$ cat src/rtl/led_scan_pkg.sv
package led_scan_pkg;

    typedef enum logic [3:0] {
        SC_FETCH,
        SC_PRIME,
        SC_SHIFT,
        SC_PRE,
        SC_ROWSET,
        SC_ROWCLK,
        SC_POST,
        SC_LATCH,
        SC_WAIT
    } scan_st_e;

endpackage

$ cat src/rtl/lsc_curve_rom.sv
module lsc_curve_rom #(
    parameter int PIX_W   = 8,
    parameter int WORD_W  = 12,
    parameter int LIN_END = 26,
    parameter int TOP_VAL = 4094
) (
    input  logic              clk,
    input  logic              rst,
    input  logic [PIX_W-1:0]  pix,
    output logic [WORD_W-1:0] level
);
    localparam int MAXIN = (1 << PIX_W) - 1;
    localparam int SPAN  = TOP_VAL - MAXIN;
    localparam int DEN   = (MAXIN - LIN_END) * (MAXIN - LIN_END);

    logic [WORD_W-1:0] level_d, level_q;

    always_comb begin
        int x;
        int dd;
        int val;
        x  = int'(pix);
        dd = x - LIN_END;
        if (x <= LIN_END) val = x;
        else              val = x + (dd * dd * SPAN) / DEN;
        level_d = WORD_W'(val);
    end

    always_ff @(posedge clk) begin
        if (rst) level_q <= '0;
        else     level_q <= level_d;
    end

    assign level = level_q;

    // the top input reaches the top level one cycle later
    assert_curve_top_R3: assert property (@(posedge clk) disable iff (rst)
        (pix == PIX_W'(MAXIN)) |=> (level == WORD_W'(TOP_VAL)));
    // black stays black
    assert_curve_zero_R3: assert property (@(posedge clk) disable iff (rst)
        (pix == '0) |=> (level == '0));

endmodule

$ cat src/rtl/lsc_gs_timer.sv
module lsc_gs_timer #(
    parameter int GS_PERIOD = 4096
) (
    input  logic clk,
    input  logic rst,
    input  logic restart,
    output logic gs_clk,
    output logic period_end
);
    localparam int CNT_W = $clog2(GS_PERIOD);
    localparam logic [CNT_W-1:0] LAST = CNT_W'(GS_PERIOD - 1);

    typedef struct packed {
        logic             tick;
        logic [CNT_W-1:0] cnt;
    } gs_t;

    gs_t q, d;

    always_comb begin
        d = q;
        if (restart) begin
            d.tick = 1'b0;
            d.cnt  = '0;
        end else begin
            d.tick = ~q.tick;
            if (!q.tick) d.cnt = (q.cnt == LAST) ? '0 : q.cnt + 1'b1;
        end
    end

    always_ff @(posedge clk) begin
        if (rst) q <= '0;
        else     q <= d;
    end

    assign gs_clk     = q.tick;
    assign period_end = !restart && !q.tick && (q.cnt == LAST);

    // a period end is followed by a rising reference clock and a wrapped count
    assert_gs_wrap_R8: assert property (@(posedge clk) disable iff (rst)
        period_end |=> (gs_clk && q.cnt == '0));
    // a restart leaves the counter at zero with the clock low
    assert_gs_restart_R9: assert property (@(posedge clk) disable iff (rst)
        restart |=> (!gs_clk && q.cnt == '0));

endmodule

$ cat src/rtl/led_scan_ctrl.sv
module led_scan_ctrl
    import led_scan_pkg::*;
#(
    parameter int NUM_COLS    = 16,
    parameter int WORD_W      = 12,
    parameter int PIX_W       = 8,
    parameter int NUM_ROWS    = 16,
    parameter int GS_PERIOD   = 4096,
    parameter int SETTLE_PRE  = 10,
    parameter int SETTLE_POST = 20,
    parameter int LIN_END     = 26,
    parameter int TOP_VAL     = 4094,
    localparam int COL_W      = $clog2(NUM_COLS),
    localparam int ROW_W      = (NUM_ROWS > 1) ? $clog2(NUM_ROWS) : 1
) (
    input  logic             clk,
    input  logic             rst,
    output logic [ROW_W-1:0] fb_row,
    output logic [COL_W-1:0] fb_col,
    input  logic [PIX_W-1:0] fb_pixel,
    output logic             col_sdata,
    output logic             col_sclk,
    output logic             col_blank,
    output logic             col_latch,
    output logic             gs_clk,
    output logic             row_data,
    output logic             row_clk
);
    localparam int BIT_W   = $clog2(WORD_W);
    localparam int SET_MAX = (SETTLE_PRE > SETTLE_POST) ? SETTLE_PRE : SETTLE_POST;
    localparam int SET_W   = $clog2(SET_MAX + 1);

    typedef struct packed {
        scan_st_e          st;
        logic [COL_W-1:0]  col;
        logic [BIT_W-1:0]  bitn;
        logic              ph;
        logic [WORD_W-1:0] sh;
        logic [ROW_W-1:0]  row;
        logic              live;
        logic              pulse;
        logic [SET_W-1:0]  cnt;
    } scan_t;

    scan_t q, d;

    logic              period_end;
    logic              restart;
    logic [WORD_W-1:0] level;
    logic              handover;

    lsc_gs_timer #(.GS_PERIOD(GS_PERIOD)) u_gs (
        .clk        (clk),
        .rst        (rst),
        .restart    (restart),
        .gs_clk     (gs_clk),
        .period_end (period_end)
    );

    lsc_curve_rom #(
        .PIX_W   (PIX_W),
        .WORD_W  (WORD_W),
        .LIN_END (LIN_END),
        .TOP_VAL (TOP_VAL)
    ) u_curve (
        .clk   (clk),
        .rst   (rst),
        .pix   (fb_pixel),
        .level (level)
    );

    assign restart = (q.st == SC_LATCH);

    always_comb begin
        d       = q;
        d.pulse = period_end;
        case (q.st)
            SC_WAIT: begin
                if (period_end) begin
                    d.st  = SC_FETCH;
                    d.row = (int'(q.row) == NUM_ROWS - 1) ? '0 : q.row + 1'b1;
                end
            end
            SC_FETCH: d.st = SC_PRIME;
            SC_PRIME: begin
                d.st   = SC_SHIFT;
                d.sh   = level;
                d.col  = '0;
                d.bitn = '0;
                d.ph   = 1'b0;
            end
            SC_SHIFT: begin
                if (!q.ph) begin
                    d.ph = 1'b1;
                end else begin
                    d.ph = 1'b0;
                    if (q.bitn == BIT_W'(WORD_W - 1)) begin
                        d.bitn = '0;
                        if (q.col == COL_W'(NUM_COLS - 1)) begin
                            d.st  = SC_PRE;
                            d.cnt = '0;
                        end else begin
                            d.col = q.col + 1'b1;
                            d.sh  = level;
                        end
                    end else begin
                        d.bitn = q.bitn + 1'b1;
                        d.sh   = {q.sh[WORD_W-2:0], 1'b0};
                    end
                end
            end
            SC_PRE: begin
                if (q.cnt == SET_W'(SETTLE_PRE - 1)) begin
                    d.st  = SC_ROWSET;
                    d.cnt = '0;
                end else begin
                    d.cnt = q.cnt + 1'b1;
                end
            end
            SC_ROWSET: d.st = SC_ROWCLK;
            SC_ROWCLK: begin
                d.st  = SC_POST;
                d.cnt = '0;
            end
            SC_POST: begin
                if (q.cnt == SET_W'(SETTLE_POST - 1)) d.st = SC_LATCH;
                else                                  d.cnt = q.cnt + 1'b1;
            end
            SC_LATCH: begin
                d.st   = SC_WAIT;
                d.live = 1'b1;
            end
            default: d.st = SC_WAIT;
        endcase
    end

    always_ff @(posedge clk) begin
        if (rst) begin
            q    <= '0;
            q.st <= SC_FETCH;
        end else begin
            q <= d;
        end
    end

    assign handover  = (q.st == SC_PRE) || (q.st == SC_ROWSET) || (q.st == SC_ROWCLK)
                    || (q.st == SC_POST) || (q.st == SC_LATCH);
    assign fb_row    = q.row;
    assign fb_col    = (q.st == SC_SHIFT) ? q.col + 1'b1 : '0;
    assign col_sdata = (q.st == SC_SHIFT) && q.sh[WORD_W-1];
    assign col_sclk  = (q.st == SC_SHIFT) && q.ph;
    assign col_latch = (q.st == SC_LATCH);
    assign col_blank = !q.live || handover || q.pulse;
    assign row_clk   = (q.st == SC_ROWCLK);
    assign row_data  = ((q.st == SC_ROWSET) || (q.st == SC_ROWCLK)) && (q.row == '0);

    // data does not move at a shift clock rise
    assert_sdata_setup_R4: assert property (@(posedge clk) disable iff (rst)
        $rose(col_sclk) |-> $stable(col_sdata));
    // shift clock high lasts one cycle
    assert_sclk_width_R11: assert property (@(posedge clk) disable iff (rst)
        col_sclk |=> !col_sclk);
    // latch and row clock only while blanked, unblank right after the latch
    assert_latch_blanked_R5: assert property (@(posedge clk) disable iff (rst)
        col_latch |-> col_blank);
    assert_unblank_R5: assert property (@(posedge clk) disable iff (rst)
        col_latch |=> !col_blank);
    assert_rowclk_blanked_R5: assert property (@(posedge clk) disable iff (rst)
        row_clk |-> col_blank);
    // row data is steady at the row clock edge
    assert_rowdata_hold_R7: assert property (@(posedge clk) disable iff (rst)
        $rose(row_clk) |-> $stable(row_data));
    // row index stays inside the matrix
    assert_row_range_R6: assert property (@(posedge clk) disable iff (rst)
        int'(fb_row) < NUM_ROWS);
    // period ends only arrive while waiting for them
    assert_trigger_wait_R10: assert property (@(posedge clk) disable iff (rst)
        period_end |-> (q.st == SC_WAIT));

endmodule

$ cat config.mk
export PLATFORM = sky130hd
export DESIGN_NAME = led_scan_ctrl
export DESIGN_NICKNAME = d
export VERILOG_FILES = /design/src/rtl/led_scan_pkg.sv /design/src/rtl/lsc_curve_rom.sv /design/src/rtl/lsc_gs_timer.sv /design/src/rtl/led_scan_ctrl.sv
export SDC_FILE = /design/constraint.sdc
export NUM_CORES = 1
export LEC_CHECK = 0
export BUFFER_PORTS_ARGS = -buffer_cell sky130_fd_sc_hd__buf_2
export CAP_MARGIN = 5
export CORE_ASPECT_RATIO = 0.75
export CORE_MARGIN = 2
export CORE_UTILIZATION = 55
export DETAILED_ROUTE_END_ITERATION = 16
export HOLD_SLACK_MARGIN = 0.03
export MAX_ROUTING_LAYER = met4
export PLACE_DENSITY_LB_ADDON = 0.08
export SETUP_SLACK_MARGIN = 0.05
export SLEW_MARGIN = 30
export SYNTH_ARGS = -nofsm -noshare
export SYNTH_HDL_FRONTEND = slang
export SYNTH_SLANG_ARGS = --single-unit
$ cat constraint.sdc
create_clock -name clk -period 75.1 [get_ports clk]
set_input_delay 3.755 -clock clk [delete_from_list [all_inputs] [get_ports clk]]
set_output_delay 3.755 -clock clk [all_outputs]
set_load 0.005 [all_outputs]
=== After elaboration in Yosys (flattened, before gate mapping) ===
Cells that the tools add are included.

* Register bits: 61
* Latch bits: 0
* Memory bits (writable): 0
* Bits in read-only memories: 0
* Input bits: 10
* Output and inout port bits: 15
* Memories kept: 0

* $add $sub $neg: 7
* Multiply operators: 2
* Div/mod/pow operators: 1
* $lt $le $gt $ge: 1
* Equal/unequal tests: 23
* Shift-type cells: 0
* Mux-type cells: 24
* Bitwise gates (word level): 1
* Reduce and logical (&&, ||, !) cells: 27

{| class="wikitable"
|+ Operator list
! kind !! number
|-
| $mux W12 || 5
|-
| $pmux W21 S2 || 1
|-
| $div A32 B17 Y32 const B || 1
|-
| $mul A32 B13 Y32 const B || 1
|-
| $mul A32 B32 Y32 || 1
|-
| $mux W4 || 8
|-
| $pmux W4 S8 || 1
|-
| $mux W5 || 5
|-
| $pmux W5 S4 || 1
|-
| $eq A4 B3 Y1 const B || 4
|-
| $mux W8 || 2
|-
| $ne A2 B2 Y1 const B || 8
|-
| $add A12 B1 Y12 const B || 1
|-
| $add A4 B1 Y4 const B || 3
|-
| $add A9 B12 Y12 || 1
|-
| $eq A12 B12 Y1 const B || 1
|-
| $eq A4 B4 Y1 const B || 3
|-
| $sub A8 B5 Y9 const B || 1
|-
| $eq A4 B1 Y1 const B || 2
|-
| $eq A4 B2 Y1 const B || 2
|-
| $le A8 B5 Y1 const B || 1
|-
| $logic_not A4 Y1 || 2
|-
| $logic_or A1 B1 Y1 || 7
|-
| $reduce_and A6 Y1 || 1
|-
| 15 further kinds || 23
|}

=== Depth between registers and ports, before layout ===
Gate-level depths: netlist of the first run.

* Word-level depth: 7
* Depth in mapped cells: 150
* Mapped depth without buffers: 132

=== By module ===
A second synthesis of the first run with hierarchy kept.

* Cells, all modules: 3364
* Area, all modules: 25673.4 um^2

{| class="wikitable"
|+ Modules (own cells, without submodules)
! module !! instances !! cells each !! area an instance (um^2) !! sequential area each (um^2)
|-
| lsc_curve_rom || 1 || 3060 || 23117.2 || 240.2
|-
| led_scan_ctrl || 1 || 245 || 1970.6 || 720.7
|-
| lsc_gs_timer || 1 || 59 || 585.6 || 260.2
|}

=== Worst setup path before layout of the first run ===
Ideal clock, no wire load.

* Path kind: input to register
* Start: input fb_pixel[1]
* End: register u_curve.level_q[9] (netlist: u_curve.level[9])
* Library setup time: 0.121 ns
* Arrival time: 36.218 ns
* Required time: 74.979 ns
* Slack: 38.761 ns
* Stages: 135
* Cell sequence: clkbuf_1 > buf_1 > inv_1 > ha_1 > nand3b_1 > nor3b_1 > xor2_1 > clkinv_1 > nor2_1 > inv_1 > fa_1 > fa_1 > inv_1 > fa_1 > fa_1 > inv_1 > fa_1 > inv_1 > [99 not listed] > o22ai_1 > o21ai_0 > inv_1 > ha_1 > nor2_1 > a21oi_1 > ha_1 > a21o_1 > a21oi_1 > o21bai_1 > a21oi_1 > o21bai_1 > a21oi_1 > nor2b_1 > o21ai_0 > xnor2_1 > xnor2_1 > nor2_1

* Longest elaborated chain between the ends: 5

{| class="wikitable"
|+ Ends and longest elaborated chain
! element !! line !! text
|-
| start: declaration || led_scan_ctrl.sv:20 || <nowiki>input logic [PIX_W-1:0] fb_pixel,</nowiki>
|-
| $sub A8 B5 Y9 || lsc_curve_rom.sv:23 || <nowiki>dd = x - LIN_END;</nowiki>
|-
| $mul A32 B32 Y32 || lsc_curve_rom.sv:25 || <nowiki>else val = x + (dd * dd * SPAN) / DEN;</nowiki>
|-
| $mul A32 B13 Y32 || lsc_curve_rom.sv:25 ||
|-
| $div A32 B17 Y32 || lsc_curve_rom.sv:25 ||
|-
| $add A9 B12 Y12 || lsc_curve_rom.sv:25 ||
|-
| end signal: assignment || lsc_curve_rom.sv:31 || <nowiki>else level_q <= level_d;</nowiki>
|-
| end: declaration || lsc_curve_rom.sv:16 || <nowiki>logic [WORD_W-1:0] level_d, level_q;</nowiki>
|}

Parallel ways exist; a longest one is shown, timed or not.
A chain may end at the register's enable or synchronous reset.

=== Worst setup path in the final report of the first run ===
Same ends and word-level chain as after synthesis.

==> metrics.yaml, run 1 <==
dp_hpwl_um: 60390
critical_path.max_stage_delay_ns: 0.74
period_share_pct: 59.20
cp-end-kind: "flop"
port_buffers: 24
setup_viol: 0
drcViolationCount: 0
cts_resized: 0
yosys-top-cells-area: "fa_1, ha_1, xnor2_1"
hold_viol: 0
post_cts_buffers: 0
clock_sinks: 61
yosysTopAreaCell: "fa_1"
finalCriticalPeriod_ns: 44.46
synth.avg_cell_area_um2: 7.578
synth_ff_type: "dfxtp_1"
synthesis.area_um2: 25350
grt.overflow.total: 0
final_cell_mix: "inv_1, nor2_1, nand2_1"
finalNetCount: 3695
cts-root-buf: "clkbuf_16"
htreeDepth: 3
layout_commonest_cell: "inv_1"
antenna_found_initial: 1
grt_setup_unrepaired: "no"
worstMarginPinSlew_ns: 0.9394
drt_iter0_drc: 2310
placement_rows: 68
synthCells: 3345
initial_core_util_pct: 55.38
die_y_um: 189.9
worst_path_max_delay_cell: "a41oi_2"
area_growth_pct: 3.593
grt_pass1_vias: 22390
slew-limit-headroom_pct: 36.92
cts_buffers: 9
grt_pass1_wl_um: 118900
clk_path_buf_depth: 2
fmax_ghz: 0.02249
wirelength_um: 72070
status: "finished clean"
global_route.usage.met1_pct: 48.11
antenna_left: 0
cap_viol_max_count: 0
use_met3_pct: 3.407
postCtsHoldBufs: 0
path_clk_slew_ns: 0.05
dieArea_um2: 47840
grtUsageMet2_pct: 44.26
async_reset_ff_share_pct: 0
path_class: "input port to flop"
vias_per_cell: 6.153
vias: 23980
clk-insertion-delay-late_ns: 0.33
cts_tree: "done"
tns_ns: 0
gp_congestion: 0.9737
hold_path_class: "flop to flop"
dr.pass1.iters: 6
yosysWarnings: 0
drv_slew: 0
routedWlPerCell_um: 18.49
grt_max_degree: 39
cp_common_cell: "inv_1"
die_w_um: 251.9
grtUsageTotal_pct: 30.92
crit_path_start_kind: "input port"
yosysSeqAreaShare_pct: 4.817
busiest_layer: "met1"
synth-edff-count: 0
n_fill_cell: 4360
critPathRequiredTime_ns: 75.30
io_pins: 25
clock_skew_ns: 0.008930
yosysUniqueCellTypes: 135
critical_path_arrival_ns: 44.66
core_area_um2: 45770
synth_top_area_share_pct: 17.93
synth-seq-cells: 61
drive_gt1_share_pct: 6.695
crit_fanout: 37
## worst paths after layout
path / from / endpoint / slack [ns] / cells past startpoint
hold / removal: q[6]$_SDFFE_PP0P_ / q[6]$_SDFFE_PP0P_ / 0.47 / 2
setup reg to reg: u_gs.q[5]$_SDFFE_PP0N_ / fb_row[3]$_SDFFE_PP0P_ / 72.04 / 9
setup / recovery: fb_pixel[1] / u_curve.level[9]$_SDFF_PP0_ / 30.64 / 132
hold reg to reg: q[6]$_SDFFE_PP0P_ / q[6]$_SDFFE_PP0P_ / 0.47 / 2
## synth_stat cells, drive strengths merged (15+ instances only)
cell	instances
nor4	23
or4	15
a21o	52
maj3	20
inv	435
nand4	20
mux2i	47
o21bai	18
nor2b	28
nor3	93
fa	227
a21oi	208
xnor2	222
a21boi	23
o21a	43
dfxtp	61
mux2	31
o31ai	21
a31oi	42
or3	24
and3	46
xor2	108
or2	43
nor2	334
o21ai	165
a211oi	40
ha	161
nand3	73
o211ai	44
clkbuf	69
and2	36
nand2b	54
nand2	231
buf	30
## cell type report
cell class	instances	area, um2	area share, %
diodes	2	5.005	0.01906
clock buffers	12	266.5	1.015
repair buffers	36	210.2	0.8005
multi-input cells	2753	22160	84.37
well taps	595	744.5	2.835
inverters	436	1637	6.232
flip-flops and latches	61	1221	4.650
clock inverters	3	20.02	0.07623
## flip-flops by register name, summed over array words and instances, names as in the netlist
signal / flops
fb_row: 4
q: 32
u_curve.level: 12
u_gs.gs_clk: 1
u_gs.q: 12
## critical path, delay by kind of cell
kind | cells | cell delay, ns
AO/OA/AOI/OAI | 63 | 20.84
XOR/XNOR | 9 | 2.57
adder cells (fa/ha/maj) | 16 | 6.95
buffers and inverters | 16 | 2.46
multiplexers | 6 | 2.29
AND/OR/NAND/NOR | 22 | 5.64
## per-stage QoR
| stage | util, % | worst slack (ns) | hold WS (ns) | instance area [um2] | std cells |
|---|---|---|---|---|---|
| detailed placement | 56.62 | 30.93 | 0.4576 | 25920 | 3881 |
| floorplan | - | 38.76 | 0.4323 | 25360 | 3349 |
| finish | 57.37 | 30.64 | 0.4681 | 26260 | 3898 |
| CTS | 57.25 | 31.20 | 0.4698 | 26210 | 3896 |
| global placement | 56.57 | 32.70 | 0.4440 | 25900 | 3881 |
| global route | 57.36 | 27.58 | 0.4885 | 26260 | 3897 |
## cell families (layout without fill, tap and decap cells)
group	after synthesis	count (layout)	synth area share (%)
AND/OR/NAND/NOR	1070	1070	21.09
AO/OA/AOI/OAI	860	860	24.29
buffers and inverters	535	487	8.184
adder cells (fa/ha/maj)	408	408	26.66
XOR/XNOR	330	330	11.58
multiplexers	79	79	3.351
flip-flops	61	61	4.817
other	2	8	0.02963
## routing by layer
metal | vias to the layer above | share of wire, %
li1 | 11550 | -
met1 | 11480 | 50
met2 | 904 | 42
met3 | 45 | 7.6
met4 | 0 | 0.67
met5 | - | 0
Power of run 1 is left out: the tool's default activity adds up to more than one toggle a clock period on the data nets, which glitch-free logic cannot reach.
==> run 2: changes to the inputs <==
==> constraint.sdc (replaced) <==
create_clock -name clk -period 43.6 [get_ports clk]
set_input_delay 2.18 -clock clk [delete_from_list [all_inputs] [get_ports clk]]
set_output_delay 2.18 -clock clk [all_outputs]
set_load 0.005 [all_outputs]
==> run 2 against run 1 <==
  * Wire length is 0.37% lower
  * Critical path depth stayed put
  * Setup slack got worse by 28 ns
  * Flip-flop and latch count stayed put
  * Core utilization increased by 0.47 points
==> metrics.yaml, run 2 (same netlist as run 1, synthesis figures left out) <==
cts_tree: "done"
hold-worst-slack_ns: 0.4671  # -0.0009980 ns
critPathRequiredTime_ns: 43.80  # -31.50 ns
multi_input_area_um2: 22270  # +0.51%
crit_path_start_kind: "input port"
drv_slew: 0  # unchanged
final_cell_mix: "inv_1, nor2_1, nand2_1"
clock_skew_ns: 0.006376  # -0.002554 ns
worstMarginPinSlew_ns: 0.9351  # -0.004328 ns
clk-insertion-delay-late_ns: 0.32  # about the same
grt.overflow.total: 0  # unchanged
critical_path.max_stage_delay_ns: 0.71  # -0.03 ns
cp-end-kind: "flop"
clock_sinks: 61  # unchanged
cts_buffers: 9  # unchanged
cp_top_family: "compound AO/OA/AOI/OAI gates"
hold_path_class: "flop to flop"
crit_fanout: 26  # -30%
setup_viol: 0  # unchanged
gp_congestion: 0.9559  # -1.8%
antenna_found_initial: 1  # unchanged
status: "finished clean"
min_from: "q[6]$_SDFFE_PP0P_"
die_w_um: 251.9  # unchanged
finalNetCount: 3712  # +0.46%
path_buf_inv: 14  # -2
finalCriticalPeriod_ns: 40.73
cap_viol_max_count: 0  # unchanged
wirelength_um: 71810  # -0.37%
routedWlPerCell_um: 18.34  # -0.80%
drive_gt1_share_pct: 7.474  # +0.78 points
grt_pass1_wl_um: 118300  # -0.59%
core_area_um2: 45770  # unchanged
drt_iter0_drc: 2053  # -11%
largest_register_ffs: 32  # unchanged
grt_max_degree: 39  # unchanged
htreeDepth: 3  # unchanged
vias: 23870  # -0.48%
area_growth_pct: 4.447
r2r_start: "u_gs.q[5]$_SDFFE_PP0N_"
fmax_ghz: 0.02455
largest-register: "q"
path_clk_slew_ns: 0.05  # about the same
layout_commonest_cell: "inv_1"
grtUsageTotal_pct: 30.71  # -0.20 points
port_buffers: 24  # unchanged
n_fill_cell: 4365  # +0.11%
placement_rows: 68  # unchanged
die_y_um: 189.9  # unchanged
initial_core_util_pct: 55.38  # unchanged
grt_setup_unrepaired: "no"
tns_ns: 0  # unchanged
critical_path_arrival_ns: 40.93  # -3.73 ns
cts-root-buf: "clkbuf_16"
path_class: "input port to flop"
clk_path_buf_depth: 2  # unchanged
slew-limit-headroom_pct: 37.18  # +0.26 points
vias_per_cell: 6.097  # -0.91%
antenna_left: 0  # unchanged
dr.pass1.iters: 5  # -1
drcViolationCount: 0  # unchanged
io_pins: 25  # unchanged
worst_path_max_delay_cell: "o31ai_1"
grt_pass1_vias: 22080  # -1.4%
period_share_pct: 93.41
dp_hpwl_um: 60510  # +0.21%
hold_viol: 0  # unchanged
seq_area_um2: 1221  # unchanged
setup.worst_path.start: "fb_pixel[1]"
dieArea_um2: 47840  # unchanged
==> run 2: cell types whose count changed in the layout (fill, tap and decap cells not counted), sizes merged <==
cell      change
buf          +16
clkinvlp      -2
clkinv        +1
clkbuf        +2
==> run 2: per-stage QoR <==
stage                     util, %  std cells  cell area, um2  worst slack [ns]
after detailed placement    56.64       3883           25930            0.7638
final                       57.84       3915           26480             2.873
after floorplan                 -       3349           25360             8.836
after global placement      56.61       3883           25910             2.301
after global routing        57.84       3914           26470           0.09295
after CTS                   57.21       3898           26190            0.9491
==> run 2: final timing paths <==
kind         slack, ns  cells after the start                          end
max               2.87                    132  u_curve.level[9]$_SDFF_PP0_
min               0.47                      2            q[6]$_SDFFE_PP0P_
max reg2reg      40.52                      9       fb_row[3]$_SDFFE_PP0P_
min reg2reg       0.47                      2            q[6]$_SDFFE_PP0P_
==> run 2: final cells by class <==
| class | count | share of cell area [%] |
|---|---|---|
| Inverter | 436 | 6.181 |
| Clock buffer | 13 | 0.9451 |
| Tap cell | 595 | 2.812 |
| Clock inverter | 2 | 0.03781 |
| Sequential cell | 61 | 4.612 |
| Multi-Input combinational cell | 2753 | 84.11 |
| Timing Repair Buffer | 53 | 1.285 |
| Antenna cell | 2 | 0.01890 |
==> run 2: repair_timing <==
action / CTS / global route
setup endpoints to repair: 0 / 12
buffers inserted: 0 / 15
hold buffers: 0 / 0
resized for setup: 0 / 22
==> run 2: per-layer routing <==
metal	vias up	share of wire [%]	GRT usage, %
met1	11490	52	48.99
met4	0	0.95	3.801
li1	11570	-	-
met2	764	41	42.24
met3	50	6.3	3.010
met5	-	0	-
==> run 2: worst register-to-register path, delay by kind of cell (launching register included) <==
kind	cells	cell delay, ns
simple gates	8	2.45
flops	1	0.38
compound gates	1	0.16
Power of run 2 is left out for the same reason.
==> run 3: changes to the inputs <==
--- a/config.mk
+++ b/config.mk
@@ -7,9 +7,11 @@
 export LEC_CHECK = 0
 export BUFFER_PORTS_ARGS = -buffer_cell sky130_fd_sc_hd__buf_2
 export CAP_MARGIN = 5
+export CELL_PAD_IN_SITES_DETAIL_PLACEMENT = 2
+export CELL_PAD_IN_SITES_GLOBAL_PLACEMENT = 2
 export CORE_ASPECT_RATIO = 0.75
 export CORE_MARGIN = 2
-export CORE_UTILIZATION = 55
+export CORE_UTILIZATION = 40
 export DETAILED_ROUTE_END_ITERATION = 16
 export HOLD_SLACK_MARGIN = 0.03
 export MAX_ROUTING_LAYER = met4
==> run 3 against run 2 <==
  * Non-clock buffer count is 10 higher
  * First-iteration DRC count down 30%
  * Wire length rose by 36%
  * Setup slack got worse by 0.41 ns
  * Sequential share of layout area shrank 0.090 points
  * Final area rose by 2.0%
  * Critical path depth increased by 3
  * Largest cell class unchanged
==> metrics.yaml, run 3 (same netlist as run 1, synthesis figures left out) <==
vias: 24860  # +4.2%
dr.pass1.iters: 5  # unchanged
die_w_um: 294.7  # +17%
vias_per_cell: 5.948  # -2.5%
period_share_pct: 94.34  # +0.93 points
hold_path_class: "flop to flop"
worst_path_max_delay_cell: "o211a_2"
wirelength_um: 97640  # +36%
dp_hpwl_um: 82450  # +36%
clock_skew_ns: 0.006747  # +0.0003712 ns
tns_ns: 0  # unchanged
path_class: "input port to flop"
worstMarginPinSlew_ns: 1.020  # +0.08493 ns
clock_sinks: 61  # unchanged
dieArea_um2: 65420  # +37%
routedWlPerCell_um: 23.36  # +27%
cts-root-buf: "clkbuf_16"
area_growth_pct: 6.515
path_clk_slew_ns: 0.05  # about the same
grt.overflow.total: 0  # unchanged
finalCriticalPeriod_ns: 41.13  # +0.4055 ns
cts_tree: "done"
final_cell_mix: "inv_1, nor2_1, nand2_1"
regToRegSetupSlack_ns: 40.49  # -0.03 ns
antenna_left: 0  # unchanged
critical_path.max_stage_delay_ns: 0.59  # -0.12 ns
fmax_ghz: 0.02431  # -0.99%
cts_buffers: 9  # unchanged
drcViolationCount: 0  # unchanged
finalNetCount: 3722  # +0.27%
hold_viol: 0  # unchanged
drt_iter0_drc: 1444  # -30%
grtUsageTotal_pct: 30.36  # -0.36 points
critical_path_arrival_ns: 41.34  # +0.41 ns
design_area_um2: 27000  # +2.0%
antenna_found_initial: 2  # +1
slew-limit-headroom_pct: 31.68  # -5.5 points
drive_gt1_share_pct: 8.050  # +0.58 points
drv_slew: 0  # unchanged
port_buffers: 24  # unchanged
clk_path_buf_depth: 2  # unchanged
clk-insertion-delay-late_ns: 0.34  # +0.02 ns
crit_fanout: 26  # unchanged
io_pins: 25  # unchanged
grt_pass1_vias: 26720  # +21%
htreeDepth: 3  # unchanged
status: "finished clean"
crit_path_start_kind: "input port"
layout_commonest_cell: "inv_1"
largest_register_ffs: 32  # unchanged
grt_pass1_wl_um: 156200  # +32%
grt_setup_unrepaired: "no"
cp-end-kind: "flop"
setup_viol: 0  # unchanged
critPathRequiredTime_ns: 43.81  # about the same
die_y_um: 222.0  # +17%
gp_congestion: 0.9088  # -4.9%
largest-register: "q"
grt_max_degree: 39  # unchanged
initial_core_util_pct: 40.64  # -15 points
core_area_um2: 62370  # +36%
placement_rows: 79  # +16%
dpl_cell_area_um2: 26300  # +1.4%
cap_viol_max_count: 0  # unchanged
postCtsHoldBufs: 0  # unchanged
run 3: changes by cell type in the layout (fill, tap and decap cells not counted), moves of 2 or more:
cell,delta
buf_4,+10
clkbuf_1,-2
clkinv_2,+2
xnor2_2,-2
run 3: repair_timing:
| item | 4_1_cts | 5_1_grt |
|---|---|---|
| setup endpoints to repair | 6 | 12 |
| pin swaps | 0 | 6 |
| setup buffers | 0 | 18 |
| gates cloned | 0 | 0 |
| gates resized for setup | 6 | 37 |
run 3: final timing paths:
path / to / depth (start not counted) / from
worst min-delay path: q[29]$_SDFFE_PP0P_ / 2 / q[29]$_SDFFE_PP0P_
worst min register to register: q[29]$_SDFFE_PP0P_ / 2 / q[29]$_SDFFE_PP0P_
worst max register to register: fb_row[3]$_SDFFE_PP0P_ / 9 / u_gs.q[5]$_SDFFE_PP0N_
worst max-delay path: u_curve.level[10]$_SDFF_PP0_ / 135 / fb_pixel[1]
run 3: worst max-delay path: cells and delay by family:
family                     cells  cell delay [ns]
AOI/OAI and AO/OA             66            20.40
xor gates and xnor gates       8             2.38
adders and majority gates     16             7.21
buffers and inverters         18             3.01
muxes                          2             0.66
and+or+nand+nor               25             5.36
run 3: per-stage QoR:
stage	utilization [%]	instances	hold WS (ns)	setup WS, ns
after floorplan	-	3349	0.4323	8.836
after global placement	42.13	4144	0.4451	1.422
after detailed placement	42.16	4145	0.4790	-0.9906
after CTS	42.70	4161	0.4860	0.1768
after global routing	43.29	4180	0.5217	0.01079
final	43.29	4180	0.4845	2.468
run 3: metal layers:
metal  up-vias  track usage [%]  wire length, um
met4         0            2.288              619
met5         -                -                0
met2       370            48.28            45200
li1      11560                -                -
met1     12880            44.43            49530
met3        49            1.173             2289
run 3: area by class of cell:
cell class              count  area, um2
well taps                 850       1064
clock inverters             5      50.05
fillers                  7250      35370
clock buffers              11      242.7
repair buffers             63      415.4
multi-input cells        2753      22370
diodes                      1      2.502
inverters                 436       1637
flip-flops and latches     61       1221
Power of run 3 is left out for the same reason.
